## src/rtl/smbus_slave_pkg.sv

```systemverilog
package smbus_slave_pkg;

  localparam int PTR_W   = 4;
  localparam int BYTE_W  = 8;
  localparam int DEV_W   = 7;
  localparam int BCNT_W  = $clog2(BYTE_W);

  localparam logic [DEV_W-1:0] DEV_ADDR_LOW  = 7'h29;
  localparam logic [DEV_W-1:0] DEV_ADDR_OPEN = 7'h49;
  localparam logic [DEV_W-1:0] DEV_ADDR_HIGH = 7'h39;
  localparam logic [DEV_W-1:0] DEV_ADDR_ALRT = 7'h0C;

  typedef enum logic [3:0] {
    PH_IDLE, PH_ADDR, PH_ADDR_END, PH_ACK_A,
    PH_WR, PH_WR_END, PH_ACK_W,
    PH_RD, PH_RD_END, PH_RD_ACK, PH_RD_LOAD
  } phase_t;

  typedef struct packed {
    logic startTxn;
    logic shiftIn;
    logic cmdLoad;
    logic dataWr;
    logic ptrInc;
    logic loadTx;
    logic nextBit;
    logic ackDrive;
    logic sdaFree;
    logic araSel;
  } strobe_t;

  function automatic logic [DEV_W-1:0] ownAddrOf(input logic [1:0] strap);
    case (strap)
      2'b01:   return DEV_ADDR_OPEN;
      2'b10:   return DEV_ADDR_HIGH;
      default: return DEV_ADDR_LOW;
    endcase
  endfunction

endpackage

```

## src/rtl/smbus_line_sync.sv

```systemverilog
module smbus_line_sync #(
  parameter int STAGES = 2
) (
  input  logic clk,
  input  logic rst_n,
  input  logic sclIn,
  input  logic sdaIn,
  output logic sclS,
  output logic sdaS,
  output logic sclRise,
  output logic sclFall,
  output logic startDet,
  output logic stopDet
);

  logic [STAGES-1:0] sclPipe;
  logic [STAGES-1:0] sdaPipe;
  logic sclPrev;
  logic sdaPrev;

  always_ff @(posedge clk or negedge rst_n) begin
    if (!rst_n) begin
      sclPipe <= '1;
      sdaPipe <= '1;
      sclPrev <= 1'b1;
      sdaPrev <= 1'b1;
    end else begin
      sclPipe <= {sclPipe[STAGES-2:0], sclIn};
      sdaPipe <= {sdaPipe[STAGES-2:0], sdaIn};
      sclPrev <= sclS;
      sdaPrev <= sdaS;
    end
  end

  assign sclS     = sclPipe[STAGES-1];
  assign sdaS     = sdaPipe[STAGES-1];
  assign sclRise  = sclS & ~sclPrev;
  assign sclFall  = ~sclS & sclPrev;
  assign startDet = sclS & sclPrev & sdaPrev & ~sdaS;
  assign stopDet  = sclS & sclPrev & ~sdaPrev & sdaS;

endmodule

```

## src/rtl/smbus_slave_ctrl.sv

```systemverilog
module smbus_slave_ctrl
  import smbus_slave_pkg::*;
(
  input  logic    clk,
  input  logic    rst_n,
  input  logic    sclRise,
  input  logic    sclFall,
  input  logic    startDet,
  input  logic    stopDet,
  input  logic    sdaS,
  input  logic    hitOwn,
  input  logic    hitAra,
  input  logic    rxMsb,
  output strobe_t stb
);

  localparam logic [BCNT_W-1:0] LAST_BIT = BCNT_W'(BYTE_W - 1);

  phase_t            phase, phaseNext;
  logic [BCNT_W-1:0] bitCnt, cntNext;
  logic              isRead, readNext;
  logic              isAra, araNext;

  always_ff @(posedge clk or negedge rst_n) begin
    if (!rst_n) begin
      phase  <= PH_IDLE;
      bitCnt <= '0;
      isRead <= 1'b0;
      isAra  <= 1'b0;
    end else begin
      phase  <= phaseNext;
      bitCnt <= cntNext;
      isRead <= readNext;
      isAra  <= araNext;
    end
  end

  always_comb begin
    stb       = '0;
    phaseNext = phase;
    cntNext   = bitCnt;
    readNext  = isRead;
    araNext   = isAra;
    if (stopDet) begin
      stb.sdaFree = 1'b1;
      phaseNext   = PH_IDLE;
    end else if (startDet) begin
      stb.startTxn = 1'b1;
      stb.sdaFree  = 1'b1;
      phaseNext    = PH_ADDR;
      cntNext      = '0;
    end else begin
      case (phase)
        PH_ADDR: if (sclRise) begin
          stb.shiftIn = 1'b1;
          if (bitCnt == LAST_BIT) begin
            readNext  = sdaS;
            araNext   = hitAra;
            phaseNext = (hitOwn || hitAra) ? PH_ADDR_END : PH_IDLE;
          end else begin
            cntNext = bitCnt + 1'b1;
          end
        end
        PH_ADDR_END: if (sclFall) begin
          stb.ackDrive = 1'b1;
          phaseNext    = PH_ACK_A;
        end
        PH_ACK_A: if (sclFall) begin
          cntNext = '0;
          if (isRead) begin
            stb.loadTx = 1'b1;
            stb.araSel = isAra;
            phaseNext  = PH_RD;
          end else begin
            stb.sdaFree = 1'b1;
            phaseNext   = PH_WR;
          end
        end
        PH_WR: if (sclRise) begin
          stb.shiftIn = 1'b1;
          if (bitCnt == LAST_BIT) begin
            if (isAra) begin
              phaseNext = PH_IDLE;
            end else begin
              stb.cmdLoad = rxMsb;
              stb.dataWr  = ~rxMsb;
              phaseNext   = PH_WR_END;
            end
          end else begin
            cntNext = bitCnt + 1'b1;
          end
        end
        PH_WR_END: if (sclFall) begin
          stb.ackDrive = 1'b1;
          phaseNext    = PH_ACK_W;
        end
        PH_ACK_W: if (sclFall) begin
          stb.sdaFree = 1'b1;
          cntNext     = '0;
          phaseNext   = PH_WR;
        end
        PH_RD: begin
          if (sclRise) begin
            if (bitCnt == LAST_BIT) begin
              stb.ptrInc = ~isAra;
              phaseNext  = PH_RD_END;
            end else begin
              cntNext = bitCnt + 1'b1;
            end
          end
          if (sclFall) stb.nextBit = 1'b1;
        end
        PH_RD_END: if (sclFall) begin
          stb.sdaFree = 1'b1;
          phaseNext   = PH_RD_ACK;
        end
        PH_RD_ACK: if (sclRise) begin
          phaseNext = sdaS ? PH_IDLE : PH_RD_LOAD;
        end
        PH_RD_LOAD: if (sclFall) begin
          stb.loadTx = 1'b1;
          stb.araSel = isAra;
          cntNext    = '0;
          phaseNext  = PH_RD;
        end
        default: ;
      endcase
    end
  end

endmodule

```

## src/rtl/smbus_slave_dp.sv

```systemverilog
module smbus_slave_dp
  import smbus_slave_pkg::*;
(
  input  logic              clk,
  input  logic              rst_n,
  input  strobe_t           stb,
  input  logic              sdaS,
  input  logic [1:0]        addrStrap,
  input  logic [BYTE_W-1:0] regRdData,
  output logic              hitOwn,
  output logic              hitAra,
  output logic              rxMsb,
  output logic              sdaDriveLow,
  output logic [PTR_W-1:0]  regAddr,
  output logic              regWrEn,
  output logic [BYTE_W-1:0] regWrData
);

  logic [BYTE_W-2:0] shiftReg;
  logic [PTR_W-1:0]  storedPtr;
  logic [PTR_W-1:0]  workPtr;
  logic              sdaLow;
  logic [DEV_W-1:0]  ownAddr;
  logic [BYTE_W-1:0] rxByte;
  logic [BYTE_W-1:0] txByte;

  assign ownAddr = ownAddrOf(addrStrap);
  assign rxByte  = {shiftReg, sdaS};
  assign txByte  = stb.araSel ? {ownAddr, 1'b0} : regRdData;
  assign hitOwn  = (shiftReg == ownAddr);
  assign hitAra  = (shiftReg == DEV_ADDR_ALRT);
  assign rxMsb   = shiftReg[BYTE_W-2];

  always_ff @(posedge clk or negedge rst_n) begin
    if (!rst_n) begin
      shiftReg  <= '0;
      storedPtr <= '0;
      workPtr   <= '0;
      sdaLow    <= 1'b0;
    end else begin
      if (stb.loadTx)       shiftReg <= txByte[BYTE_W-2:0];
      else if (stb.nextBit) shiftReg <= {shiftReg[BYTE_W-3:0], 1'b0};
      else if (stb.shiftIn) shiftReg <= {shiftReg[BYTE_W-3:0], sdaS};

      if (stb.cmdLoad) storedPtr <= rxByte[PTR_W-1:0];

      if (stb.startTxn)                  workPtr <= storedPtr;
      else if (stb.cmdLoad)              workPtr <= rxByte[PTR_W-1:0];
      else if (stb.dataWr || stb.ptrInc) workPtr <= workPtr + 1'b1;

      if (stb.sdaFree)       sdaLow <= 1'b0;
      else if (stb.ackDrive) sdaLow <= 1'b1;
      else if (stb.loadTx)   sdaLow <= ~txByte[BYTE_W-1];
      else if (stb.nextBit)  sdaLow <= ~shiftReg[BYTE_W-2];
    end
  end

  assign sdaDriveLow = sdaLow;
  assign regAddr     = workPtr;
  assign regWrEn     = stb.dataWr;
  assign regWrData   = rxByte;

endmodule

```

## src/rtl/smbus_reg_slave.sv

```systemverilog
module smbus_reg_slave
  import smbus_slave_pkg::*;
#(
  parameter int SYNC_STAGES = 2
) (
  input  logic              clk,
  input  logic              rst_n,
  input  logic              sclIn,
  input  logic              sdaIn,
  output logic              sdaDriveLow,
  input  logic [1:0]        addrStrap,
  output logic [PTR_W-1:0]  regAddr,
  output logic              regWrEn,
  output logic [BYTE_W-1:0] regWrData,
  input  logic [BYTE_W-1:0] regRdData
);

  logic    sclS, sdaS, sclRise, sclFall, startDet, stopDet;
  logic    hitOwn, hitAra, rxMsb;
  strobe_t stb;

  smbus_line_sync #(.STAGES(SYNC_STAGES)) i_sync (
    .clk      (clk),
    .rst_n    (rst_n),
    .sclIn    (sclIn),
    .sdaIn    (sdaIn),
    .sclS     (sclS),
    .sdaS     (sdaS),
    .sclRise  (sclRise),
    .sclFall  (sclFall),
    .startDet (startDet),
    .stopDet  (stopDet)
  );

  smbus_slave_ctrl i_ctrl (
    .clk      (clk),
    .rst_n    (rst_n),
    .sclRise  (sclRise),
    .sclFall  (sclFall),
    .startDet (startDet),
    .stopDet  (stopDet),
    .sdaS     (sdaS),
    .hitOwn   (hitOwn),
    .hitAra   (hitAra),
    .rxMsb    (rxMsb),
    .stb      (stb)
  );

  smbus_slave_dp i_dp (
    .clk         (clk),
    .rst_n       (rst_n),
    .stb         (stb),
    .sdaS        (sdaS),
    .addrStrap   (addrStrap),
    .regRdData   (regRdData),
    .hitOwn      (hitOwn),
    .hitAra      (hitAra),
    .rxMsb       (rxMsb),
    .sdaDriveLow (sdaDriveLow),
    .regAddr     (regAddr),
    .regWrEn     (regWrEn),
    .regWrData   (regWrData)
  );

  logic unusedS;
  assign unusedS = sclS;

endmodule

```

## config.mk

```make
export PLATFORM = sky130hd
export DESIGN_NAME = smbus_reg_slave
export DESIGN_NICKNAME = d
export VERILOG_FILES = /design/src/rtl/smbus_slave_pkg.sv /design/src/rtl/smbus_line_sync.sv /design/src/rtl/smbus_slave_ctrl.sv /design/src/rtl/smbus_slave_dp.sv /design/src/rtl/smbus_reg_slave.sv
export SDC_FILE = /design/constraint.sdc
export NUM_CORES = 1
export LEC_CHECK = 0
export ABC_AREA = 1
export BUFFER_PORTS_ARGS = -buffer_cell sky130_fd_sc_hd__buf_2
export CORE_MARGIN = 2
export CORE_UTILIZATION = 37
export CTS_CLUSTER_SIZE = 16
export DETAILED_ROUTE_END_ITERATION = 10
export PLACE_DENSITY = 0.62
export SLEW_MARGIN = 5
export SYNTH_ARGS = -nofsm -noshare
export SYNTH_HDL_FRONTEND = slang
export SYNTH_HIERARCHICAL = 1
export SYNTH_SLANG_ARGS = --single-unit
export TNS_END_PERCENT = 20
```

## constraint.sdc

```tcl
create_clock -name clk -period 3 [get_ports clk]
set_clock_uncertainty 0.2 [all_clocks]
set_input_delay 0.15 -clock clk [delete_from_list [all_inputs] [get_ports clk]]
set_output_delay 0.15 -clock clk [all_outputs]
set_load 0.02 [all_outputs]
```

After elaboration in Yosys (flattened, before gate mapping)
Index checks and enable logic that the tools add are counted.
{ "word_totals": {"wordCells": 140, "reg_bits": 31, "in_bits": 14, "out_inout_bits": 14} }
{ "classes": {"bitwise_logic": 16, "n_eq_ne": 31, "mux": 65, "reduce_logical": 14, "addsub": 2} }
{ "op_table": {"columns": ["op", "count"], "rows": [
  ["two-way mux 4 bit", 19],
  ["inequality test 4 x 1 -> 1 bit (second input constant)", 13],
  ["case mux 4 bit (10 select lines)", 1],
  ["two-way mux 7 bit", 4],
  ["two-way mux 1 bit", 21],
  ["two-way mux 3 bit", 6],
  ["equality test 4 x 3 -> 1 bit (second input constant)", 4],
  ["two-way mux 8 bit", 2],
  ["case mux 7 bit (2 select lines)", 1],
  ["AND reduction 14 bit", 1],
  ["equality test 4 bit (second input constant)", 3],
  ["two-way mux 2 bit", 6],
  ["nonzero test 12 bit", 1],
  ["AND reduction 5 bit", 2],
  ["NOT 1 bit", 9],
  ["nonzero test 3 bit", 3],
  ["equality test 4 x 2 -> 1 bit (second input constant)", 2],
  ["case mux 1 bit (2 select lines)", 4],
  ["AND 1 bit", 7],
  ["equality test 7 x 4 -> 1 bit (second input constant)", 1],
  ["equality test 7 bit", 1],
  ["inequality test 3 x 1 -> 1 bit (second input constant)", 2],
  ["case mux 3 bit (2 select lines)", 1],
  ["OR reduction 3 bit", 2],
  ["10 further kinds", 12]
]} }

Longest topological paths before layout
Gate-level depths: netlist (run 1).
{ "depth": {"depth_word": 11, "ltp_mapped": 15, "depth_no_buf": 15} }

Cells and area by module
The synthesis (run 1) kept the hierarchy.
{ "by_module_without_submodules": {"columns": ["mod", "cells_per_inst", "instances", "seq_area_each_um2", "area_per_inst_um2"], "rows": [
  ["smbus_slave_dp", 137, 1, 400.4, 978.4],
  ["smbus_slave_ctrl", 129, 1, 225.2, 834.6],
  ["smbus_line_sync", 17, 1, 157.7, 198.9]
]} }

Least setup slack after synthesis (run 1)
Ideal clock, no wire load.
{ "synth_path": {"path_kind": "flip-flop to flip-flop", "from": "register i_sync.sdaPipe[1]", "to": "register i_dp.workPtr[3] (netlist: i_dp/regAddr[3])", "t_required_ns": 2.684, "n_path_buf": 1, "arrival_time_ns": 1.925, "period_less_slack_ns": 2.241, "setup_slack_ns": 0.759, "path_stages_with_launch": 15, "cell_sequence": "dfstp_2 > nand2_1 > nor2_1 > nor2_4 > inv_1 > nor3_2 > nand2_1 > nor3b_1 > buf_2 > nor2_1 > nand3_2 > inv_2 > nor2_1 > nand2_1 > nand2_1"} }
{ "synth_lines": {"columns": ["element", "line_no", "rtl"], "rows": [
  ["start: declaration", "smbus_line_sync.sv:17", "logic [STAGES-1:0] sdaPipe;"],
  ["start signal: assignment", "smbus_line_sync.sv:29", "sdaPipe <= {sdaPipe[STAGES-2:0], sdaIn};"],
  ["end signal: assignment", "smbus_slave_dp.sv:47", "if (stb.startTxn) workPtr <= storedPtr;"],
  ["end signal: assignment", "smbus_slave_dp.sv:48", "else if (stb.cmdLoad) workPtr <= rxByte[PTR_W-1:0];"],
  ["end signal: assignment", "smbus_slave_dp.sv:49", "else if (stb.dataWr || stb.ptrInc) workPtr <= workPtr + 1'b1;"],
  ["end: declaration", "smbus_slave_dp.sv:21", "logic [PTR_W-1:0] workPtr;"]
]} }

Worst setup path after layout (run 1)
{ "layout_path": {"from": "register i_sync.sdaPipe[1]", "to": "output port regWrEn"} }
{ "layout_between": {"elab_chain_cells": 4, "elab_cells_between_ends": 5, "classes_between": "mux (2); bitwise (3)"} }
{ "layout_lines": {"columns": ["element", "line_no", "rtl"], "rows": [
  ["NOT 1 bit", "smbus_line_sync.sv:39", "assign startDet = sclS & sclPrev & sdaPrev & ~sdaS;"],
  ["AND 1 bit", "smbus_line_sync.sv:39", null],
  ["via startDet", "smbus_reg_slave.sv:18", "logic sclS, sdaS, sclRise, sclFall, startDet, stopDet;"],
  ["two-way mux 7 bit", "smbus_slave_ctrl.sv:47", "end else if (startDet) begin"],
  ["two-way mux 8 bit", "smbus_slave_ctrl.sv:44", "if (stopDet) begin"],
  ["end: declaration", "smbus_reg_slave.sv:13", "output logic regWrEn,"]
]} }
The timed path passes the listed nets, and every way through them passes these cells.

==> metrics.md, run 1 <==
| Metric | Value |
|---|---|
| WP data arrival | 2.19 ns |
| Final Cell Area | approximately 0.0024 mm^2 |
| Synthesized netlist cell count | roughly 280 |
| Number of global-route vias before repair | 1,872 |
| Reg2reg start | i_sync/sdaPipe[1]$_DFF_PN1_ |
| Fillers | 532 |
| Commonest non-fill, non-tap cells in the layout | 78 x nand2_1, 42 x inv_1, 31 x nor2_1 |
| Bufs on Longest Clock Path | 2 |
| Syn_area_per_cell | ~7.1 um^2 |
| Row count | 26 |
| HP Start | regRdData[5] |
| Initial antenna violation count | 0 |
| Die area | between 0.006 and 0.007 mm^2 |
| Final Hold Viols | 0 |
| I/O Buffers | 27 |
| Total track usage | 0.176 |
| Flops & latches, synth | 31 |
| Critical Path Start | i_sync/sdaPipe[1]$_DFF_PN1_ |
| CTS tree | done |
| Max-slew violation count | 0 |
| # placed instances | roughly 380 |
| Ports | 28 |
| Design internal power | about 1000 uW |
| Worst-Skew Late Latency | between 0.2 and 0.3 ns |
| P per Cell Area | between 700 and 800 mW/mm^2 |
| R2r worst-path depth | 13 |
| Critical Path Start Type | flop |
| Die height | 77.7 um |
| RSZ-0062 raised after global routing | false |
| Worst Tran Pin Value | 0.676 ns |
| Antenna Nets Post-Route | 0 |
| Core Box Area | between 0.005 and 0.006 mm^2 |
| Die W | around 80 um |
| Total Routed Length | 4770 um |
| RePlAce Congestion | 0.883 |
| Synth warn | 6 |
| VDD IR max | 0.377 mV |
| Dpl cell area | 0.00220 mm^2 |
| DRT Pass-1 Iters | 5 |
| Crit path required time | approximately 2.7 ns |
| WHS Endpoint | i_dp/shiftReg[5]$_DFFE_PN0P_ |
| Setup CP Type | reg2out |
| # nets final | between 300 and 400 |
| Seq pwr share | 0.379 |
| Worst relative slew slack | 0.549 |
| Global-route wire length before repair | 8450 um |
| GRT Residual Overflow | 0 |
| H-tree Lvls | 2 |
| Lkg Pwr | 0.00128 uW |
| Dpl hpwl | about 3500 um |
| Max Clock Freq | 393 MHz |
| Commonest non-fill, non-tap cell in the layout | nand2_1 |
| Clock-pin transition on the worst setup and hold timing paths | 0.06 ns |
| Vias | 1,890 |
| Worst-path maximum fanout | 9 |
| Synthesis-to-layout area growth | 19.0% |
| Starting Density | 0.389 |
| Seq/Total Area, Yosys | 0.389 |
| Net count after synthesis | 300 |
| 1st-iter DRT viols | 63 |
| Synthesized cell area | 0.00201 mm^2 |
| Num Clock Sinks | 31 |
| Largest net degree at the start of global routing | 32 |
| Worst min path class | in2reg |
| ANT cells | 0 |
| Layout Cells excl Fill | 393 |
| Setup TNS | 0 ns |
| Capture point of the worst reg-to-reg path | i_dp/regAddr[1]$_DFFE_PN0P_ |
| TritonCTS buffer count | 5 |
| Root Buffer | clkbuf_8 |
| Post-CTS Resized | 0 |
| Netlist cell types | 33 |
| Kind of end point of the critical path | output pin |
| Clk pwr share | 0.205 |
| Maxcap violations | 0 |
| Residual DRC count | 0 |
| Sw Ratio | 0.426 |
| Layout cells sized above 1 | 0.207 |
| Gate power share | 0.415 |
| Final setup vio count | 0 |
| Status | completed |
| Per-cell routed wire length | 12.1 um |
| Fin crit period | 2.54 ns |
| Sw Pwr | 746 uW |
| Reg2Reg Setup Slack | 0.47 ns |
| Drt via density | 4.81 |
| Tcrit/Tclk final | 0.848 |
| Multi-input combinational cell area | 0.00102 mm^2 |
| Hold path cells | 5 |
| Sequential Area | 783 um^2 |
## stage by stage
stage          setup WS [ns]  utilization  power, uW  hold WS (ns)
2_1_floorplan          0.759            -       1180        -0.346
3_3_place_gp           0.562        0.426       1380        0.0350
3_5_place_dp           0.480        0.426       1380        0.0300
4_1_cts                0.445        0.463       1760        0.0126
5_1_grt                0.101        0.463       1910        0.0747
6_report               0.455        0.463       1750        0.0323
## timing repair
action	4_1_cts	5_1_grt
setup buffers	0	0
hold buffers	9	0
hold endpoints to repair	33	0
## final cells by class
cell class	count	area share
clock buffers	8	0.0418
inverters	45	0.0706
multi-input cells	202	0.427
repair buffers	37	0.0972
flip-flops and latches	31	0.327
well taps	70	0.0366
## state kept, by name (all words and copies together) (netlist names)
name / cells
i_sync/sdaPipe: 2
i_ctrl/phase: 4
i_dp/storedPtr: 4
i_ctrl/isAra: 1
i_dp/regAddr: 4
i_dp/sdaDriveLow: 1
i_sync/sdaPrev: 1
i_ctrl/isRead: 1
i_dp/shiftReg: 7
i_ctrl/bitCnt: 3
i_sync/sclPrev: 1
i_sync/sclPipe: 2
## power groups by stage
stage          Combinational, uW  Clock (uW)  Sequential, uW
3_3_place_gp                 713           0             667
2_1_floorplan                466           0             716
6_report                     727         360             664
5_1_grt                      826         394             688
4_1_cts                      728         369             663
3_5_place_dp                 713           0             670
## cells in the mapped netlist (all sizes together)
cell type / instances / area share
nand2: 84 / 0.16
inv: 45 / 0.084
nor2: 37 / 0.081
dfrtp: 25 / 0.31
nand3: 24 / 0.078
o21ai: 22 / 0.055
a21oi: 6 / 0.017
dfstp: 6 / 0.078
nand4: 6 / 0.019
buf: 5 / 0.019
nor3: 5 / 0.015
o211ai: 5 / 0.019
ha: 3 / 0.019
a31oi: 2 / 0.0062
o21bai: 2 / 0.0093
mux2: 1 / 0.0075
nor3b: 1 / 0.0037
nor4: 1 / 0.0031
o21a: 1 / 0.0037
or2: 1 / 0.0031
xor2: 1 / 0.0044
## routing by layer
layer,GRT usage,up-vias,part of all wire
met3,0.0372,15,0.034
li1,-,981,-
met5,0,-,0
met4,0.0804,0,0.028
met2,0.272,47,0.45
met1,0.234,847,0.49
## kinds of logic after synthesis
group / Yosys count / share of synthesized area
xor gates and xnor gates: 1 / 0.00435
and+or+nand+nor: 159 / 0.368
buffers and inverters: 50 / 0.103
adders and majority gates: 3 / 0.0187
AOI/OAI and AO/OA: 38 / 0.109
muxes: 1 / 0.00746
DFF: 31 / 0.389
## worst max-delay path: stages, from the launching register on
cell and delay [ns]:
dfstp_2 0.61, inv_1 0.05, nand2_1 0.05, nor2_1 0.10
nor2_4 0.21, inv_1 0.09, nor3_2 0.17, nand2_1 0.11
nor3_1 0.28, buf_2 0.23
## how the worst max path moves through the flow
stage,to,slack (ns),cells past startpoint
floorplan,i_dp/regAddr[3]$_DFFE_PN0P_,0.76,14
global placement,i_dp/regAddr[1]$_DFFE_PN0P_,0.56,13
detailed placement,i_dp/regAddr[1]$_DFFE_PN0P_,0.48,13
CTS,regWrEn,0.44,9
global route,i_dp/regAddr[1]$_DFFE_PN0P_,0.10,13
finish,regWrEn,0.46,9
Power figures use the tool's default switching activity.
==> run 2: changes to the inputs <==
Settings changed: PLACE_DENSITY 0.62 to 0.65.
Clock period 3 ns to 2.11 ns, I/O delays scaled along.
==> run 2 against run 1 <==
  * The flow now finishes with violations (negative setup slack)
  * Count of clock-buffer cells in the layout down 1
  * Sequential power increased by 41%
  * Clock power grew 25%
  * Via count grew 8.6%
  * Die area unchanged
  * First-iteration DRC count is 29% higher
  * Register-to-register slack worse by 0.51 ns
  * Global-route usage up 0.26 points
  * Final cell count up 8.1%
==> metrics.md, run 2 (synthesized netlist as in run 1, its figures left out) <==
| Metric | Value |
|---|---|
| Starting Density | 0.389 (unchanged) |
| Max FFs per register | 7 (unchanged) |
| WL met2 | 2280 um (+6.9%) |
| Hold path cells | 5 (unchanged) |
| Maxcap violations | 0 (unchanged) |
| Per-cell routed wire length | 11.7 um (-4.0%) |
| Crit-path cells | inv_1 > nand2_2 > nor2_4 > nor2_4 > inv_2 > nor3_4 > nand2_1 > buf_4 > nor3_4 > buf_4 > buf_6 |
| Clock-pin transition on the worst setup and hold timing paths | 0.07 ns (about the same) |
| Antenna Nets Post-Route | 0 (unchanged) |
| Residual DRC count | 0 (unchanged) |
| # placed instances | 400 (+6.4%) |
| Ports | 28 (unchanged) |
| Final setup vio count | 3 (+3) |
| Worst-Skew Late Latency | 0.28 ns (about the same) |
| Row count | 26 (unchanged) |
| Number of global-route vias before repair | 1,936 (+3.4%) |
| Largest net degree at the start of global routing | 32 (unchanged) |
| Multi-input combinational cell area | 0.00111 mm^2 (+9.2%) |
| Sequential Area | 786 um^2 (+0.32%) |
| Die W | 77.7 um (unchanged) |
| Setup CP Type | reg2out |
| Global-route wire length before repair | 8640 um (+2.2%) |
| Root Buffer | clkbuf_8 |
| Gate power share | 0.454 (+0.039) |
| Commonest non-fill, non-tap cell in the layout | nand2_1 |
| Wl on met1 | 2340 um (about the same) |
| Max-slew violation count | 0 (unchanged) |
| Total Routed Length | 4950 um (+3.8%) |
| Total track usage | 0.178 (+0.00263) |
| Crit path required time | 1.80 ns (-0.85 ns) |
| # nets final | 371 (+9.4%) |
| Die area | 0.00604 mm^2 (unchanged) |
| ANT cells | 0 (unchanged) |
| Failing checks | negative setup slack |
| GRT Residual Overflow | 0 (unchanged) |
| WHS Endpoint | i_dp/shiftReg[5]$_DFFE_PN0P_ |
| Reg2reg start | i_ctrl/bitCnt[0]$_DFFE_PN0P_ |
| Design internal power | 1430 uW (+43%) |
| Worst Tran Pin Value | 0.691 ns (+0.0149 ns) |
| Slowest cell on crit path | dfstp_2 |
| Layout cells sized above 1 | 0.341 (+0.133) |
| HP Start | addrStrap[1] |
| Vias | 2,053 (+8.6%) |
| Final Cell Area | 0.00272 mm^2 (+14%) |
| P per Cell Area | 933 mW/mm^2 (+28%) |
| Num Clock Sinks | 31 (unchanged) |
| Commonest non-fill, non-tap cells in the layout | 72 x nand2_1, 37 x inv_1, 31 x buf_4 |
| Crit-path leading delay family | simple AND/OR/NAND/NOR gates |
| Sw Pwr | 1110 uW (+48%) |
| Synthesis-to-layout area growth | 35.3% |
| Setup TNS | -0.141 ns (-0.141 ns) |
| Hold_ws | 0.109 ns (+0.0763 ns) |
| Status | complete, but fails checks |
| DRT Pass-1 Iters | 4 (-1) |
| Capture point of the worst reg-to-reg path | i_dp/regAddr[1]$_DFFE_PN0P_ |
| Reg2Reg Setup Slack | -0.04 ns (-0.51 ns) |
| I/O Buffers | 27 (unchanged) |
| Initial antenna violation count | 0 (unchanged) |
| Final Hold Viols | 0 (unchanged) |
| Dpl hpwl | 3660 um (+3.4%) |
| Kind of end point of the critical path | output pin |
| CP max stage delay | 0.53 ns (-0.08 ns) |
| Sw Ratio | 0.436 (+0.00973) |
| Tcrit/Tclk final | 1.05 |
| Wire length on met3 | 255 um (+57%) |
| Worst min path class | in2reg |
| 1st-iter DRT viols | 81 (+29%) |
| H-tree Lvls | 2 (unchanged) |
| Lkg Pwr | 0.00145 uW (+14%) |
| Drt via density | 4.83 (+0.45%) |
| Biggest register | i_dp/shiftReg |
| Final worst setup slack | -0.0961 ns (-0.551 ns) |
| Clk pwr share | 0.177 (-0.028) |
| TritonCTS buffer count | 5 (unchanged) |
| Die height | 77.7 um (unchanged) |
| Worst relative slew slack | 0.540 (-0.00990) |
| WP data arrival | 1.90 ns (-0.29 ns) |
| CTS tree | done |
| RSZ-0062 raised after global routing | true |
| VDD IR max | 0.597 mV (+58%) |
| Layout Cells excl Fill | 425 (+8.1%) |
| Fin crit period | about 2.2 ns |
| Bufs on Longest Clock Path | 2 (unchanged) |
| Fillers | 494 (-7.1%) |
| Max Clock Freq | 453 MHz |
| Worst-path maximum fanout | 3 (-6) |
| WP buf/inv | 5 (+2) |
| Core Box Area | 0.00517 mm^2 (unchanged) |
| Critical Path Start Type | flop |
| RePlAce Congestion | 0.931 (+5.5%) |
| Seq pwr share | 0.369 (-0.010) |
| Dpl cell area | 0.00239 mm^2 (+8.3%) |
| Top Layer Used | met4 |
| R2r worst-path depth | 12 (-1) |
[run 2: cell count changes in the layout (fill, tap and decap cells not counted), moves of 3 or more]
| cell | delta |
|---|---|
| nand2_2 | +5 |
| inv_1 | -5 |
| nor2_1 | -6 |
| nand2_1 | -6 |
| inv_2 | +5 |
| buf_4 | +30 |
| o21ai_1 | +4 |
| nor2_2 | +4 |
| nand3_1 | -3 |
| nor3_4 | +3 |
| nand3_2 | +3 |
| o21ai_0 | -4 |
[run 2: metrics by stage]
stage | util | worst slack, ns | total power, uW
floorplan | - | -0.122 | 1680
global placement | 0.461 | -0.161 | 2010
detailed placement | 0.461 | -0.147 | 2030
CTS | 0.509 | -0.146 | 2520
global route | 0.526 | -0.206 | 2760
finish | 0.526 | -0.0961 | 2540
[run 2: cell type report]
| type | instances | area share |
|---|---|---|
| Multi-Input combinational cell | 202 | 0.409 |
| Sequential cell | 31 | 0.289 |
| Timing Repair Buffer | 69 | 0.178 |
| Inverter | 45 | 0.0620 |
| Tap cell | 70 | 0.0322 |
| Clock buffer | 7 | 0.0280 |
| Clock inverter | 1 | 0.00184 |
[run 2: how the worst max path moves through the flow]
stage | endpoint | startpoint | cells after the start
floorplan | i_dp/regAddr[1]$_DFFE_PN0P_ | i_sync/sdaPipe[1]$_DFF_PN1_ | 14
global placement | i_dp/shiftReg[6]$_DFFE_PN0P_ | i_sync/sdaPipe[1]$_DFF_PN1_ | 14
detailed placement | i_dp/shiftReg[6]$_DFFE_PN0P_ | i_sync/sdaPipe[1]$_DFF_PN1_ | 14
CTS | regWrEn | i_sync/sdaPipe[1]$_DFF_PN1_ | 11
global route | i_dp/regAddr[3]$_DFFE_PN0P_ | i_sync/sdaPipe[1]$_DFF_PN1_ | 15
finish | regWrEn | i_sync/sdaPipe[1]$_DFF_PN1_ | 11
[run 2: per-layer routing]
metal	up-vias	global-route usage
li1	1044	-
met1	946	0.251
met2	54	0.275
met3	9	0.0326
met4	0	0.0589
met5	-	0
[run 2: what timing repair did]
item,CTS,global route
endpoints found under the setup margin,15,16
resized for setup,14,22
setup buffers,2,4
endpoints found under the hold margin,35,0
hold buffers,11,0
pin swaps,4,8
[run 2: worst min-delay path: stages]
cell and delay (ns):
buf_2 0.10, nand2_1 0.09, o21ai_0 0.08, a21oi_1 0.13, nor2_1 0.05
[run 2: power groups by stage]
stage	clock (uW)	combinational, uW	sequential [uW]
5_1_grt	496	1290	972
3_3_place_gp	0	1080	931
3_5_place_dp	0	1090	937
2_1_floorplan	0	663	1020
6_report	450	1150	938
4_1_cts	466	1120	930
